### config.mk
export PLATFORM = sky130hd
export DESIGN_NAME = reset_sequencer
export DESIGN_NICKNAME = d
export VERILOG_FILES = /design/src/rtl/rstseq_pkg.sv /design/src/rtl/rst_sync.sv /design/src/rtl/rst_pin_qual.sv /design/src/rtl/rst_wdt_pulse.sv /design/src/rtl/reset_sequencer.sv
export SDC_FILE = /design/constraint.sdc
export NUM_CORES = 1
export LEC_CHECK = 0
export BUFFER_PORTS_ARGS = -buffer_cell sky130_fd_sc_hd__buf_2
export CORE_MARGIN = 10
export CORE_UTILIZATION = 57
export DETAILED_ROUTE_END_ITERATION = 8
export GPL_TIMING_DRIVEN = 0
export PLACE_DENSITY = 0.77
export SLEW_MARGIN = 10
export SYNTH_ARGS = -nofsm -noshare
export SYNTH_HDL_FRONTEND = slang
export SYNTH_HIERARCHICAL = 1
export SYNTH_SLANG_ARGS = --single-unit
export TNS_END_PERCENT = 100
### constraint.sdc
create_clock -name clk -period 2.55 [get_ports clk]
set_input_delay 0.1275 -clock clk [delete_from_list [all_inputs] [get_ports clk]]
set_output_delay 0.1275 -clock clk [all_outputs]
set_load 0.005 [all_outputs]
### src/rtl/rstseq_pkg.sv
package rstseq_pkg;

    typedef enum logic [1:0] {
        Q_IDLE    = 2'd0,
        Q_MEASURE = 2'd1,
        Q_HELD    = 2'd2
    } qual_state_e;

    function automatic int unsigned max_u(input int unsigned a, input int unsigned b);
        return (a > b) ? a : b;
    endfunction

    function automatic int unsigned min_u(input int unsigned a, input int unsigned b);
        return (a < b) ? a : b;
    endfunction

endpackage

### src/rtl/rst_sync.sv
module rst_sync #(
    parameter int unsigned STAGES = 2
) (
    input  logic clk,
    input  logic arst_n,
    input  logic d_i,
    output logic q_o
);
    logic [STAGES-1:0] chain_q;

    generate
        for (genvar s = 0; s < STAGES; s++) begin : g_stage
            if (s == 0) begin : g_first
                always_ff @(posedge clk or negedge arst_n) begin
                    if (!arst_n) chain_q[0] <= 1'b0;
                    else         chain_q[0] <= d_i;
                end
            end else begin : g_next
                always_ff @(posedge clk or negedge arst_n) begin
                    if (!arst_n) chain_q[s] <= 1'b0;
                    else         chain_q[s] <= chain_q[s-1];
                end
            end
        end
    endgenerate

    assign q_o = chain_q[STAGES-1];
endmodule

### src/rtl/rst_pin_qual.sv
module rst_pin_qual
    import rstseq_pkg::*;
#(
    parameter int unsigned HF_CLKS  = 24,
    parameter int unsigned PLL_CLKS = 100
) (
    input  logic clk,
    input  logic arst_n,
    input  logic sync_i,
    input  logic pll_sel_i,
    output logic qual_o
);
    localparam int unsigned MAXW = max_u(HF_CLKS, PLL_CLKS);
    localparam int unsigned MINW = min_u(HF_CLKS, PLL_CLKS);
    localparam int unsigned CW   = $clog2(MAXW + 1);

    qual_state_e     state_q, state_d;
    logic [CW-1:0]   cnt_q, cnt_d;
    logic [CW-1:0]   need_w;

    assign need_w = pll_sel_i ? CW'(PLL_CLKS) : CW'(HF_CLKS);

    always_comb begin
        state_d = state_q;
        cnt_d   = cnt_q;
        unique case (state_q)
            Q_IDLE: begin
                if (sync_i) begin
                    cnt_d   = CW'(1);
                    state_d = (need_w <= CW'(1)) ? Q_HELD : Q_MEASURE;
                end
            end
            Q_MEASURE: begin
                if (!sync_i) begin
                    state_d = Q_IDLE;
                    cnt_d   = '0;
                end else if (cnt_q >= need_w - CW'(1)) begin
                    state_d = Q_HELD;
                end else begin
                    cnt_d = cnt_q + CW'(1);
                end
            end
            Q_HELD: begin
                if (!sync_i) begin
                    state_d = Q_IDLE;
                    cnt_d   = '0;
                end
            end
            default: begin
                state_d = Q_IDLE;
                cnt_d   = '0;
            end
        endcase
    end

    always_ff @(posedge clk or negedge arst_n) begin
        if (!arst_n) begin
            state_q <= Q_IDLE;
            cnt_q   <= '0;
        end else begin
            state_q <= state_d;
            cnt_q   <= cnt_d;
        end
    end

    always_comb begin
        qual_o = (state_q == Q_HELD);
    end

    // Independent run-length observer used only by the checks below.
    logic [CW-1:0] obs_run_q;
    always_ff @(posedge clk or negedge arst_n) begin
        if (!arst_n)                    obs_run_q <= '0;
        else if (!sync_i)               obs_run_q <= '0;
        else if (obs_run_q != CW'(MAXW)) obs_run_q <= obs_run_q + CW'(1);
    end

    a_r5_no_early_rise: assert property (@(posedge clk) disable iff (!arst_n)
        $rose(qual_o) |-> (obs_run_q >= CW'(MINW)));

    a_r6_low_drops: assert property (@(posedge clk) disable iff (!arst_n)
        !sync_i |=> !qual_o);

    a_r6_high_holds: assert property (@(posedge clk) disable iff (!arst_n)
        (qual_o && sync_i) |=> qual_o);
endmodule

### src/rtl/rst_wdt_pulse.sv
module rst_wdt_pulse #(
    parameter int unsigned PULSE_CLKS = 36
) (
    input  logic clk,
    input  logic arst_n,
    input  logic ovf_i,
    output logic active_o
);
    localparam int unsigned CW = $clog2(PULSE_CLKS + 1);

    logic [CW-1:0] left_q;

    always_ff @(posedge clk or negedge arst_n) begin
        if (!arst_n)              left_q <= '0;
        else if (ovf_i)           left_q <= CW'(PULSE_CLKS);
        else if (left_q != '0)    left_q <= left_q - CW'(1);
    end

    assign active_o = (left_q != '0);

    a_r8_reload_full: assert property (@(posedge clk) disable iff (!arst_n)
        ovf_i |=> (left_q == CW'(PULSE_CLKS)));

    a_r7_keeps_running: assert property (@(posedge clk) disable iff (!arst_n)
        (active_o && left_q != CW'(1)) |=> active_o);

    a_r7_ends_quiet: assert property (@(posedge clk) disable iff (!arst_n)
        (!active_o && !ovf_i) |=> !active_o);
endmodule

### src/rtl/reset_sequencer.sv
module reset_sequencer #(
    parameter int unsigned MC_CLKS  = 12,
    parameter int unsigned HF_MC    = 2,
    parameter int unsigned WDT_MC   = 3,
    parameter int unsigned PLL_CLKS = 100,
    parameter int unsigned SYNC_STG = 2
) (
    input  logic clk,
    input  logic arst_n,
    input  logic rst_req_i,
    input  logic pll_sel_i,
    input  logic wdt_ovf_i,
    input  logic ale_i,
    input  logic psen_i,
    output logic core_rst_o,
    output logic rst_out_o,
    output logic ale_o,
    output logic psen_o
);
    localparam int unsigned HF_CLKS  = HF_MC * MC_CLKS;
    localparam int unsigned WDT_CLKS = WDT_MC * MC_CLKS;

    logic req_sync;
    logic pin_rst;
    logic wdt_rst;

    rst_sync #(.STAGES(SYNC_STG)) u_sync (
        .clk    (clk),
        .arst_n (arst_n),
        .d_i    (rst_req_i),
        .q_o    (req_sync)
    );

    rst_pin_qual #(.HF_CLKS(HF_CLKS), .PLL_CLKS(PLL_CLKS)) u_qual (
        .clk       (clk),
        .arst_n    (arst_n),
        .sync_i    (req_sync),
        .pll_sel_i (pll_sel_i),
        .qual_o    (pin_rst)
    );

    rst_wdt_pulse #(.PULSE_CLKS(WDT_CLKS)) u_wdt (
        .clk      (clk),
        .arst_n   (arst_n),
        .ovf_i    (wdt_ovf_i),
        .active_o (wdt_rst)
    );

    always_comb begin
        core_rst_o = pin_rst | wdt_rst;
        rst_out_o  = core_rst_o;
        ale_o      = ale_i  | core_rst_o;
        psen_o     = psen_i | core_rst_o;
    end

    a_r10_strobes_high: assert property (@(posedge clk) disable iff (!arst_n)
        core_rst_o |-> (ale_o && psen_o));

    a_r2_rise_needs_sync: assert property (@(posedge clk) disable iff (!arst_n)
        $rose(pin_rst) |-> $past(req_sync));

    a_r9_wdt_reaches_out: assert property (@(posedge clk) disable iff (!arst_n)
        wdt_ovf_i |=> rst_out_o);
endmodule

==> summary by stage, run 1 <==
Setup path
The highest fanout seen on the critical path is 4. Walking the worst path, the cells encountered are inv_1 -> ha_1 -> or3b_4 -> nor3_4 -> inv_2 -> or3_1 -> buf_2. The kind of capture point of the worst setup path is an output port.

At the worst endpoint, the required time is 2.42 ns. The worst register-to-register path has a depth of 6. On the worst path, the slowest cell contributes a delay of 0.42 ns. The worst setup path is of the reg -> out kind. The startpoint type of the worst setup path is a flop. At the worst endpoint, the arrival time is 2.19 ns. Among all stages on the critical path, the largest delay is contributed by sky130_fd_sc_hd__dfrtp_1.

STA
For the final database, setup skew stands at 0.005404 ns. The final hold violation count is 0. Setup repair after global routing left no endpoint under its margin. The setup-violating endpoint count in the final report is 0. The highest clock frequency the design can meet is 431.8 MHz. The summed negative setup slack over all endpoints is 0 ns.

The final critical path time including I/O delays and setup is 2.316 ns. The final critical path takes up 90.81% of the cycle. The pin slew with the least headroom to its limit is 0.6265 ns. The number of pins exceeding their max-slew limit in the final report is 0. The worst pin sits at a relative slew slack of 57.79%.

Floorplanning
The die is 63.43 um wide. From bottom edge to top edge, the die measures 63.43 um. After floorplanning, the core was divided into 15 placement rows. The initial standard-cell utilization of the core is 60.92%. The floorplan step defined a die boundary enclosing 0.004023 mm^2. Pin placement for this block handled 11 I/O pins.

The floorplan core area is 0.001764 mm^2.

Finish
The repair_antennas step left the layout with diodes totalling 0. In the final design database the tool counted 141 nets. The layout-stage area growth over the synthesis result is 11.99%. In the final layout, the share of cells above drive strength 1 is 19.05%. The sequential cell area is 425.4 um^2. The total of fill cells in the finished design is 155. In the final layout, the multi-input gates occupy 604.3 um^2. Cells fill 68.23% of the core in the end.

Synthesis
By area the synthesized netlist is led by sky130_fd_sc_hd__dfrtp_1 (40%), sky130_fd_sc_hd__ha_1 (8.1%), sky130_fd_sc_hd__nand3_1 (3.3%). In the synthesized netlist the async set-or-reset flop fraction comes to 100.0%. The synthesized net count is 124. For this run, the register share of the synthesized area comes to 39.58%. The post-synthesis average cell area is 9.771 um^2.

The biggest area consumer among synthesized cells is sky130_fd_sc_hd__dfrtp_1. In this run, synthesis inferred 0 flip-flops with an integrated enable. The most common cell in the netlist is sky130_fd_sc_hd__dfrtp_1.

Of the post-synthesis cell area, the dominant cell type holds 39.58%. In the synthesized netlist, the cells that appear most often are sky130_fd_sc_hd__dfrtp_1 (17), sky130_fd_sc_hd__ha_1 (7), sky130_fd_sc_hd__nand3_1 (7), sky130_fd_sc_hd__o21ai_0 (7). The synthesized design contains 17 register bits.

After synthesis, the netlist uses 42 different library cells. The number of instances in the synthesized netlist is 110. In the synthesized netlist the dominant register cell turns out to be sky130_fd_sc_hd__dfrtp_1. During synthesis, Yosys emitted a total of 6 warnings.

The synthesized netlist occupies a cell area of 0.001075 mm^2.

Pwr
The clock share of power is 24.8%. Cell internal power was estimated by the tool at 0.0004001 W. The largest vdd supply drop is 0.3207 mV. The share of total power dissipated in combinational logic is 19.3%.

The reported net switching power is 0.0001741 W. Of the total power, the share spent switching nets is 30.33%. Summed over all cells, the static leakage comes to 0.5103 nW. The power per cell area is 477.1 mW/mm^2. Per report_power, the sequential group accounts for 55.9% of the total.

Detailed routing
The number of remaining DRC errors is 0. The via count of the routed design is 891. The initial DRC count is 43. The post-route antenna net violation count is 0. The total wirelength of the detailed-routed design is 2186 um. The post-detailed-route via-to-cell ratio is 5.901. For this run, the detailed router's first-pass iteration total came to 4. In the final routed layout, each cell accounts on average for 14.48 um.

Clocking
The clock reaches the later pin of the worst-skew pair after 0.28 ns. The maximum root-to-sink buffer count is 2. The post-cts gate resize count is 0. CTS built an H-tree with a depth of 1. Counting every sink on the clock net gives 17. The clock transition at the registers of the reported paths is 0.10 ns. Post-CTS timing repair inserted 0 buffers for setup.

The clock tree from TritonCTS is done. The number of buffers inserted by hold repair at cts is 2. In this run, CTS created clock tree buffers numbering 3. The cell at the root of the clock tree is sky130_fd_sc_hd__clkbuf_4.

Global routing
The final global-route overflow total is 0. The number of antenna violations at the first check in global routing is 0. In the global route stage, met3 resource usage came out at 3.180%. The via count of the first global-routing pass is 845. The pin count of the biggest net entering global routing is 18.

The global routing met2 resource utilization is 16.46%. Global routing used 10.80% of the available tracks. The first global-routing pass estimated 3691 um of wire.

Global routing consumed, on the met1 layer, 14.52% of the routing resources. The layer with the highest usage after global routing is met2.

Flow run
The count of maximum capacitance violations is 0.

Placed design
The final estimated routing congestion in global placement is 0.8418. In this run the tool buffered the top-level ports with 10 buffer cells. After legalization and detailed placement, the total HPWL measured 1633 um.

Worst hold path
In this run the worst hold path is classified as in -> reg. Along the worst hold path, the cell count comes to 2.

Outcome
The flow ran to the end, and the final reports show no timing, DRC or antenna violations.
-- power groups by stage --
stage / clock network, W / logic (W) / registers (W)
2_1_floorplan: 0 / 0.0000804 / 0.000318
3_3_place_gp: 0 / 0.000103 / 0.000324
3_5_place_dp: 0 / 0.000108 / 0.000326
4_1_cts: 0.000149 / 0.000111 / 0.000320
5_1_grt: 0.000168 / 0.000125 / 0.000326
6_report: 0.000142 / 0.000111 / 0.000321
-- path summary, 6_finish.rpt --
| path | slack [ns] | end | start |
|---|---|---|---|
| worst max-delay path | 0.23 | ale_o | u_wdt/left_q[0] |
| worst min-delay path | 0.08 | u_wdt/left_q[3] | wdt_ovf_i |
| worst max register to register | 0.40 | u_qual/cnt_q[1] | u_qual/cnt_q[6] |
| worst min register to register | 0.37 | u_sync/q_o | u_sync/chain_q[0] |
| max in group asynchronous | 2.00 | u_qual/cnt_q[3] | arst_n |
| min in group asynchronous | 0.28 | u_sync/q_o | arst_n |
-- layout by cell type (no fill, tap or decap), drive strengths merged, types with 3 or more instances in the layout --
master / netlist / routed
a21oi: 6 / 6
buf: 1 / 11
clkbuf: 3 / 6
dfrtp: 17 / 17
ha: 7 / 7
inv: 7 / 7
nand2: 3 / 3
nand3: 7 / 7
nor2: 5 / 5
nor2b: 4 / 4
o21ai: 7 / 7
o31ai: 4 / 4
or3: 4 / 4
-- kinds of logic (layout without fill, tap and decap cells) --
logic type,after synthesis,after routing,share of synthesized area (%)
adder cells (fa/ha/maj),7,7,8.149
multiplexers,3,3,3.027
AO/OA/AOI/OAI,28,28,18.51
buffers and inverters,11,27,4.191
AND/OR/NAND/NOR,41,41,24.10
flip-flops,17,17,39.58
XOR/XNOR,3,3,2.445
-- layer usage --
layer | part of all wire (%) | wire [um]
met1 | 49 | 1074
met2 | 45 | 986
met3 | 5.1 | 112
met4 | 0.59 | 13
met5 | 0 | 0
-- through the flow --
step                hold slack, ns  setup slack [ns]  power (W)  instances  cell area (um^2)
floorplan                  -0.1681            0.6192  0.0003989        110              1075
global placement           0.06890            0.4732  0.0004270        145              1156
detailed placement         0.07180            0.4281  0.0004335        145              1156
CTS                        0.06721            0.2101  0.0005797        151              1204
global route               0.07283           0.08188  0.0006183        151              1204
finish                     0.08407            0.2342  0.0005743        151              1204
-- final cells by class --
class                      count  share of cell area [%]
inverter                       7                   2.183
clock buffer                   3                   1.871
clock inverter                 1                  0.4158
sequential                    17                   35.34
timing repair buffer          12                   5.821
buffer                         4                   1.559
tap                           25                   2.599
multi-input combinational     82                   50.21
-- sequential cells by signal, indices dropped and copies added (netlist names) --
signal,count
u_qual/cnt_q,7
u_wdt/left_q,6
u_qual/state_q,2
u_sync/chain_q,1
u_sync/q_o,1
-- critical path, delay by kind of cell, from the launching register on --
family / cells / cell delay [ns]
adders and majority gates: 1 / 0.18
and+or+nand+nor: 3 / 0.99
DFF: 1 / 0.42
buffers and inverters: 3 / 0.31
Power figures use the tool's default switching activity.
==> run 2, diff against run 1 <==
--- a/config.mk
+++ b/config.mk
@@ -11,6 +11,7 @@
 export DETAILED_ROUTE_END_ITERATION = 8
 export GPL_TIMING_DRIVEN = 0
 export PLACE_DENSITY = 0.77
+export RECOVER_POWER = 100
 export SLEW_MARGIN = 10
 export SYNTH_ARGS = -nofsm -noshare
 export SYNTH_HDL_FRONTEND = slang
==> run 2 against run 1 <==
  * Cell count is the same
  * Count of clock-buffer cells in the layout did not move
  * Design area decreased by 1.0%
  * Non-clock buffer count is the same
  * Setup slack lost 0.026 ns
  * Core utilization is 0.71 points lower
  * Critical path depth stayed put
  * Wire length barely moved
  * Critical endpoint unchanged
  * Highest routed layer unchanged
==> summary by stage, run 2 (synthesized netlist as in run 1, its figures left out) <==
Outcome
The run finished with clean final reports.

STA
The final clock period utilization by the worst path is 91.83% (+1.0 points). The final hold violation count is 0 (unchanged). The relative max-transition margin is 40.10% (-18 points).

Setup repair after global routing left no endpoint under its margin. The summed negative setup slack over all endpoints is 0 ns (unchanged). The final critical path time including I/O delays and setup is 2.342 ns (+0.02592 ns). The pin slew with the least headroom to its limit is 0.8985 ns (+0.2720 ns). The worst hold-check slack is 0.08484 ns (+0.0007694 ns).

The setup-violating endpoint count in the final report is 0 (unchanged). The clock skew is 0.004780 ns (-0.0006241 ns). The highest clock frequency the design can meet is 427.0 MHz (-1.1%). The number of pins exceeding their max-slew limit in the final report came to 0 (unchanged).

Global routing
The pin count of the biggest net entering global routing is 18 (unchanged). The final global-route overflow total is 0 (unchanged). The global routing met2 resource utilization is 16.46% (unchanged). The met1 capacity usage during global routing is 14.52% (unchanged). The number of antenna violations at the first check in global routing is 0 (unchanged). The wire length of the first global-routing pass is 3691 um (unchanged).

The global routing stage identified its most utilized layer as met2. The via count of the first global-routing pass is 845 (unchanged). The global-route usage over all layers is 10.80% (unchanged). The global routing met3 resource utilization is 3.180% (unchanged).

Floorplanning
The initial standard-cell utilization of the core was 60.92% (unchanged). The die extent in y is 63.43 um (unchanged). The floorplan core area is 0.001764 mm^2 (unchanged). The number of placement rows came to 15 (unchanged). The overall die area was 0.004023 mm^2 (unchanged). The chip width was 63.43 um (unchanged). The I/O pin count came to 11 (unchanged).

Finish
The register ranked first by flip-flop count is u_qual/cnt_q. In the layout the commonest cells are sky130_fd_sc_hd__dfrtp_1 (17), sky130_fd_sc_hd__clkbuf_1 (7), sky130_fd_sc_hd__o21ai_0 (7), sky130_fd_sc_hd__nand3_1 (7), sky130_fd_sc_hd__ha_1 (7). The number of flip-flops in the largest register is 7 (unchanged). The layout-stage area growth over the synthesis result is 10.83%. The fraction of layout instances using a drive strength above 1 is 14.29% (-4.8 points).

The fraction of the core area covered by cells at the end of the flow is 67.52% (-0.71 points). The final cell count without fillers is 151 (unchanged). The total of fill cells in the finished design is 159 (+2.6%). The count of antenna diodes in the layout came to 0 (unchanged). The commonest non-fill, non-tap cell in the layout is sky130_fd_sc_hd__dfrtp_1.

The number of nets in the final layout is 141 (unchanged). In the final layout, the registers with the most flip-flops are u_qual/cnt_q (7), u_wdt/left_q (6), u_qual/state_q (2).

Setup path
The delay of the slowest critical-path stage came to 0.42 ns (about the same). The highest fanout seen on the critical path is 4 (unchanged). The register-to-register setup slack is 0.41 ns (about the same).

The critical path data required time came to 2.42 ns (about the same). The startpoint type of the worst setup path is a flop. The cell family contributing the most delay on the critical path is simple AND/OR/NAND/NOR gates.

The signal on the critical path passes through inv_1 -> ha_1 -> or3b_1 -> nor3_4 -> inv_2 -> or3_1 -> clkbuf_1. The slowest library cell on the worst path is sky130_fd_sc_hd__dfrtp_1. The count of buffer and inverter cells on the critical path is 3 (unchanged). The data arrival time of the worst path is 2.21 ns (+0.02 ns). STA classifies the critical path endpoint as an output port. The setup path with the least slack is of type reg -> out.

Detailed routing
The average wire per standard cell is 14.48 um (about the same). The post-detailed-route via-to-cell ratio is 5.887 (-0.22%). The via count of the routed design is 889 (-0.22%). The initial DRC count is 42 (-2.3%). The first-pass iteration count of the detailed router is 5 (+1). The total wirelength of the detailed-routed design is 2187 um (about the same).

The post-route antenna net violation count is 0 (unchanged). The number of remaining DRC errors is 0 (unchanged).

Clocking
The maximum root-to-sink buffer count was 2 (unchanged). The CTS buffer count is 3 (unchanged). The total number of H-tree levels was 1 (unchanged).

The cell at the root of the clock tree is sky130_fd_sc_hd__clkbuf_4. The clock latency at the later pin of the worst-skew pair is 0.28 ns (about the same). The clock tree from TritonCTS is done. The number of sinks handled by clock tree synthesis is 17 (unchanged). The number of setup buffers added after CTS is 0 (unchanged). The clock transition at the registers of the reported paths was 0.10 ns (about the same).

Pwr
The leakage component of the power is 0.5032 nW (-1.4%). The power per cell area is 479.0 mW/mm^2 (+0.40%). The largest vdd supply drop is 0.3202 mV (-0.16%).

Placed design
The port buffer count came to 10 (unchanged). The cell count after placement is 145 (unchanged). The final estimated routing congestion in global placement is 0.8418 (unchanged). The HPWL after detailed placement is 1633 um (unchanged).

Flow run
The count of maximum capacitance violations came to 0 (unchanged).

Worst hold path
The class of the most critical hold timing path is in -> reg.
==> run 2: report_power, final <==
group | switching (W) | leakage (nW) | internal [W] | total [W]
Clock | 0.0000842 | 0.0177 | 0.0000582 | 0.000142
Combinational | 0.0000584 | 0.270 | 0.0000486 | 0.000107
Sequential | 0.0000314 | 0.215 | 0.000290 | 0.000321
Total | 0.000174 | 0.503 | 0.000397 | 0.000571
==> run 2: what timing repair did <==
action | 4_1_cts | 5_1_grt
resized for setup | 0 | 0
endpoints found under the hold margin | 18 | 0
hold buffers | 2 | 0
==> run 2: area by class of cell <==
| type | count | area, um^2 | share of cell area (%) |
|---|---|---|---|
| Clock buffer | 3 | 22.52 | 1.891 |
| Inverter | 7 | 26.28 | 2.206 |
| Buffer | 4 | 18.77 | 1.576 |
| Tap cell | 25 | 31.28 | 2.626 |
| Sequential cell | 17 | 425.4 | 35.71 |
| Multi-Input combinational cell | 82 | 596.8 | 50.11 |
| Timing Repair Buffer | 12 | 65.06 | 5.462 |
| Clock inverter | 1 | 5.005 | 0.4202 |
==> run 2: per-stage QoR <==
step            power, W  setup slack, ns  area, um^2
6_report       0.0005706           0.2083        1191
3_5_place_dp   0.0004335           0.4281        1156
5_1_grt        0.0006143          0.06572        1191
4_1_cts        0.0005797           0.2101        1204
3_3_place_gp   0.0004270           0.4732        1156
2_1_floorplan  0.0003989           0.6192        1075
==> run 2: path summary, 6_finish.rpt <==
kind / from / end / cells past startpoint
worst max register to register: u_qual/cnt_q[6] / u_qual/cnt_q[1] / 6
min in group asynchronous: arst_n / u_sync/q_o / 2
worst min register to register: u_sync/chain_q[0] / u_sync/q_o / 0
worst min-delay path: wdt_ovf_i / u_wdt/left_q[3] / 2
worst max-delay path: u_wdt/left_q[0] / ale_o / 7
max in group asynchronous: arst_n / u_qual/cnt_q[3] / 2
==> run 2: layer usage <==
metal / wire length (um) / part of all wire [%]
met5: 0 / 0
met4: 13 / 0.59
met3: 87 / 4.0
met2: 983 / 45
met1: 1101 / 50
==> run 3, diff against run 2 <==
--- a/config.mk
+++ b/config.mk
@@ -7,14 +7,13 @@
 export LEC_CHECK = 0
 export BUFFER_PORTS_ARGS = -buffer_cell sky130_fd_sc_hd__buf_2
 export CORE_MARGIN = 10
-export CORE_UTILIZATION = 57
+export CORE_UTILIZATION = 51
 export DETAILED_ROUTE_END_ITERATION = 8
 export GPL_TIMING_DRIVEN = 0
-export PLACE_DENSITY = 0.77
+export PLACE_DENSITY = 0.73
 export RECOVER_POWER = 100
 export SLEW_MARGIN = 10
 export SYNTH_ARGS = -nofsm -noshare
 export SYNTH_HDL_FRONTEND = slang
 export SYNTH_HIERARCHICAL = 1
 export SYNTH_SLANG_ARGS = --single-unit
-export TNS_END_PERCENT = 100
==> constraint.sdc (replaced) <==
create_clock -name clk -period 2.1 [get_ports clk]
set_input_delay 0.105 -clock clk [delete_from_list [all_inputs] [get_ports clk]]
set_output_delay 0.105 -clock clk [all_outputs]
set_load 0.005 [all_outputs]
==> run 3 against run 2 <==
  * The run now ends with negative setup slack left
  * Die area grew 8.0%
  * Total power is 30% higher
  * Highest routed layer unchanged
  * Critical path type unchanged
  * Non-clock buffer count rose by 13
  * Clock skew hardly changed
  * Sequential power rose by 21%
  * Critical path depth stayed put
  * Cell count increased by 9.9%
  * Via count up 8.1%
  * Register-to-register slack lost 0.31 ns
  * Clock power grew 27%
==> summary by stage, run 3 (synthesized netlist as in run 1, its figures left out) <==
Outcome
The run finished, with violations left. The final reports fail on negative setup slack.

Flow run
The count of maximum capacitance violations is 0 (unchanged).

Pwr
The power share of the sequential group came to 52.3% (-4.0 points). The power per cell area is 559.4 mW/mm^2 (+17%). The combinational fraction of design power is 23.2% (+4.4 points). The switching part of the total power is 30.96% (+0.47 points).

The cell-internal power came to 0.0005122 W (+29%). The reported net switching power is 0.0002297 W (+32%). The leakage component of the power is 0.5704 nW (+13%). The post-route total power is 0.0007419 W (+30%). The clock share of power is 24.4% (-0.6 points). The largest vdd supply drop is 0.4882 mV (+52%).

Global routing
The met1 capacity usage during global routing is 13.89% (-0.63 points). The final global-route overflow total is 0 (unchanged). The via count of the first global-routing pass is 901 (+6.6%). The pin count of the biggest net entering global routing came to 18 (unchanged). The layer with the highest usage after global routing is met2. The number of antenna violations at the first check in global routing is 0 (unchanged). The global-route usage over all layers was 11.36% (+0.56 points). The wire length of the first global-routing pass is 3912 um (+6.0%). The global routing met3 resource utilization came to 3.390% (+0.21 points). The global routing met2 resource utilization came to 17.87% (+1.4 points).

Detailed routing
The total wirelength of the detailed-routed design was 2337 um (+6.9%). The initial DRC count came to 26 (-38%). The via count of the routed design was 961 (+8.1%).

The average wire per standard cell is 14.08 um (-2.8%). The post-route antenna net violation count came to 0 (unchanged). The number of remaining DRC errors came to 0 (unchanged). The first-pass iteration count of the detailed router is 4 (-1).

The post-detailed-route via-to-cell ratio was 5.789 (-1.7%).

Setup path
The startpoint identified for the worst register-to-register timing path is u_wdt/left_q[1]. The kind of capture point of the worst setup path is an output port. The critical path data required time is 2.00 ns (-0.42 ns). The setup path with the least slack is of type reg -> out. The data arrival time of the worst path is 2.00 ns (-0.21 ns). The highest fanout seen on the critical path is 4 (unchanged).

The most critical setup path has its startpoint at u_wdt/left_q[1]. The worst setup path is launched from a flop.

Floorplanning
The die extent in y came to 65.91 um (+3.9%). The initial standard-cell utilization of the core is 54.23% (-6.7 points). The chip width was 65.91 um (+3.9%).

The floorplan core area was 0.001982 mm^2 (+12%). The I/O pin count came to 11 (unchanged). The overall die area is 0.004343 mm^2 (+8.0%). The number of placement rows is 16 (+1).

Finish
The area of the multi-input gates is 625.6 um^2 (+4.8%). Leaving out fill and tap cells, the most frequent cell in the layout is sky130_fd_sc_hd__dfrtp_1. From synthesis to final layout, the design area changed by 23.40%.

The final design instance area without fill is 0.001326 mm^2 (+11%). The number of nets in the final layout is 154 (+9.2%). The number of flip-flops in the largest register is 7 (unchanged). The count of antenna diodes in the layout was 0 (unchanged).

More flip-flops sit in one register than any other, and that register is u_qual/cnt_q. The sequential cell area is 425.4 um^2 (unchanged). The fraction of the core area covered by cells at the end of the flow is 66.92% (-0.60 points). The fraction of layout instances using a drive strength above 1 was 28.78% (+14 points).

The total of fill cells in the finished design is 168 (+5.7%). In the layout the commonest cells are sky130_fd_sc_hd__dfrtp_1 (17), sky130_fd_sc_hd__buf_4 (13), sky130_fd_sc_hd__buf_2 (8). In the final layout, the registers with the most flip-flops are u_qual/cnt_q (7), u_wdt/left_q (6), u_qual/state_q (2).

Clocking
The clock tree from TritonCTS is done. The maximum root-to-sink buffer count is 2 (unchanged). The CTS buffer count is 3 (unchanged). The clock latency at the later pin of the worst-skew pair is 0.29 ns (about the same).

The number of sinks handled by clock tree synthesis is 17 (unchanged). The root buffer cell chosen for the clock tree is sky130_fd_sc_hd__clkbuf_4. The total number of H-tree levels came to 1 (unchanged). The clock transition at the registers of the reported paths is 0.11 ns (about the same).

STA
The final hold violation count is 0 (unchanged). The number of pins exceeding their max-slew limit in the final report is 0 (unchanged). The summed negative setup slack over all endpoints is -0.001528 ns (-0.001528 ns). Setup repair after global routing could not meet its margin everywhere.

The setup-violating endpoint count in the final report is 1 (+1). The slack of the critical path is -0.001528 ns (-0.2099 ns). The clock skew is 0.004776 ns (-0.000003970 ns). The highest clock frequency the design can meet is 475.8 MHz. The relative max-transition margin is 38.19% (-1.9 points). The final critical path time including I/O delays and setup is 2.102 ns.

The final clock period utilization by the worst path is 100.1%. The pin slew with the least headroom to its limit is 0.9272 ns (+0.02874 ns).

Placed design
The final estimated routing congestion in global placement was 0.8313 (-1.2%). The standard cell area after detailed placement is 0.001159 mm^2 (+0.22%). The HPWL after detailed placement came to 1641 um (+0.50%). The port buffer count is 10 (unchanged).

Worst hold path
The critical hold path startpoint is wdt_ovf_i. The worst hold path belongs to the class in -> reg.
[run 3: cell count changes in the layout (fill, tap and decap cells not counted), moves of 2 or more]
cell / change
sky130_fd_sc_hd__buf_2: +2
sky130_fd_sc_hd__buf_4: +12
sky130_fd_sc_hd__clkbuf_1: -2
sky130_fd_sc_hd__inv_1: -2
sky130_fd_sc_hd__inv_2: +2
sky130_fd_sc_hd__o21ai_0: -2
[run 3: final cells by class]
type | instances | share of cell area [%]
clock inverter | 1 | 0.3774
buffer | 3 | 0.8491
clock buffer | 3 | 1.698
multi-input combinational | 82 | 47.17
inverter | 7 | 1.981
tap | 27 | 2.547
timing repair buffer | 26 | 13.30
sequential | 17 | 32.08
[run 3: metal layers]
metal | up-vias | wire (um)
li1 | 473 | -
met1 | 455 | 1092
met2 | 29 | 1063
met3 | 4 | 159
met4 | 0 | 22
met5 | - | 0
[run 3: final timing paths]
check	end	slack, ns	depth (start not counted)
worst min register to register	u_sync/q_o	0.35	0
max in group asynchronous	u_qual/state_q[0]	1.09	2
min in group asynchronous	u_qual/cnt_q[4]	0.45	2
worst max register to register	u_wdt/left_q[1]	0.10	10
worst max-delay path	psen_o	-0.002	7
worst min-delay path	u_wdt/left_q[3]	0.06	2
[run 3: metrics by stage]
| step | instances | worst slack [ns] | hold WS (ns) |
|---|---|---|---|
| 6_report | 166 | -0.001528 | 0.05849 |
| 5_1_grt | 166 | -0.1139 | 0.05568 |
| 4_1_cts | 165 | -0.04194 | 0.05485 |
| 3_5_place_dp | 147 | -0.02241 | 0.05554 |
| 3_3_place_gp | 147 | 0.01945 | 0.05218 |
| 2_1_floorplan | 110 | 0.1692 | -0.1906 |
[run 3: power by group through the flow]
stage / combinational [W] / sequential, W / clock (W)
2_1_floorplan: 0.0000977 / 0.000387 / 0
3_3_place_gp: 0.000126 / 0.000394 / 0
3_5_place_dp: 0.000130 / 0.000396 / 0
4_1_cts: 0.000170 / 0.000387 / 0.000182
5_1_grt: 0.000193 / 0.000392 / 0.000200
6_report: 0.000172 / 0.000388 / 0.000181
[run 3: worst max-delay path, cell delays in order (launching register included)]
cell	delay, ns
sky130_fd_sc_hd__dfrtp_1	0.40
sky130_fd_sc_hd__inv_2	0.08
sky130_fd_sc_hd__ha_4	0.13
sky130_fd_sc_hd__or3b_4	0.39
sky130_fd_sc_hd__nor3_4	0.18
sky130_fd_sc_hd__inv_2	0.07
sky130_fd_sc_hd__or3_1	0.31
sky130_fd_sc_hd__buf_2	0.13
[run 3: repair_timing]
item | in CTS | in global routing
hold buffers | 2 | 0
setup buffers | 13 | 1
hold endpoints to repair | 18 | 0
pin swaps | 6 | 4
setup endpoints to repair | 6 | 8
gates resized for setup | 7 | 2
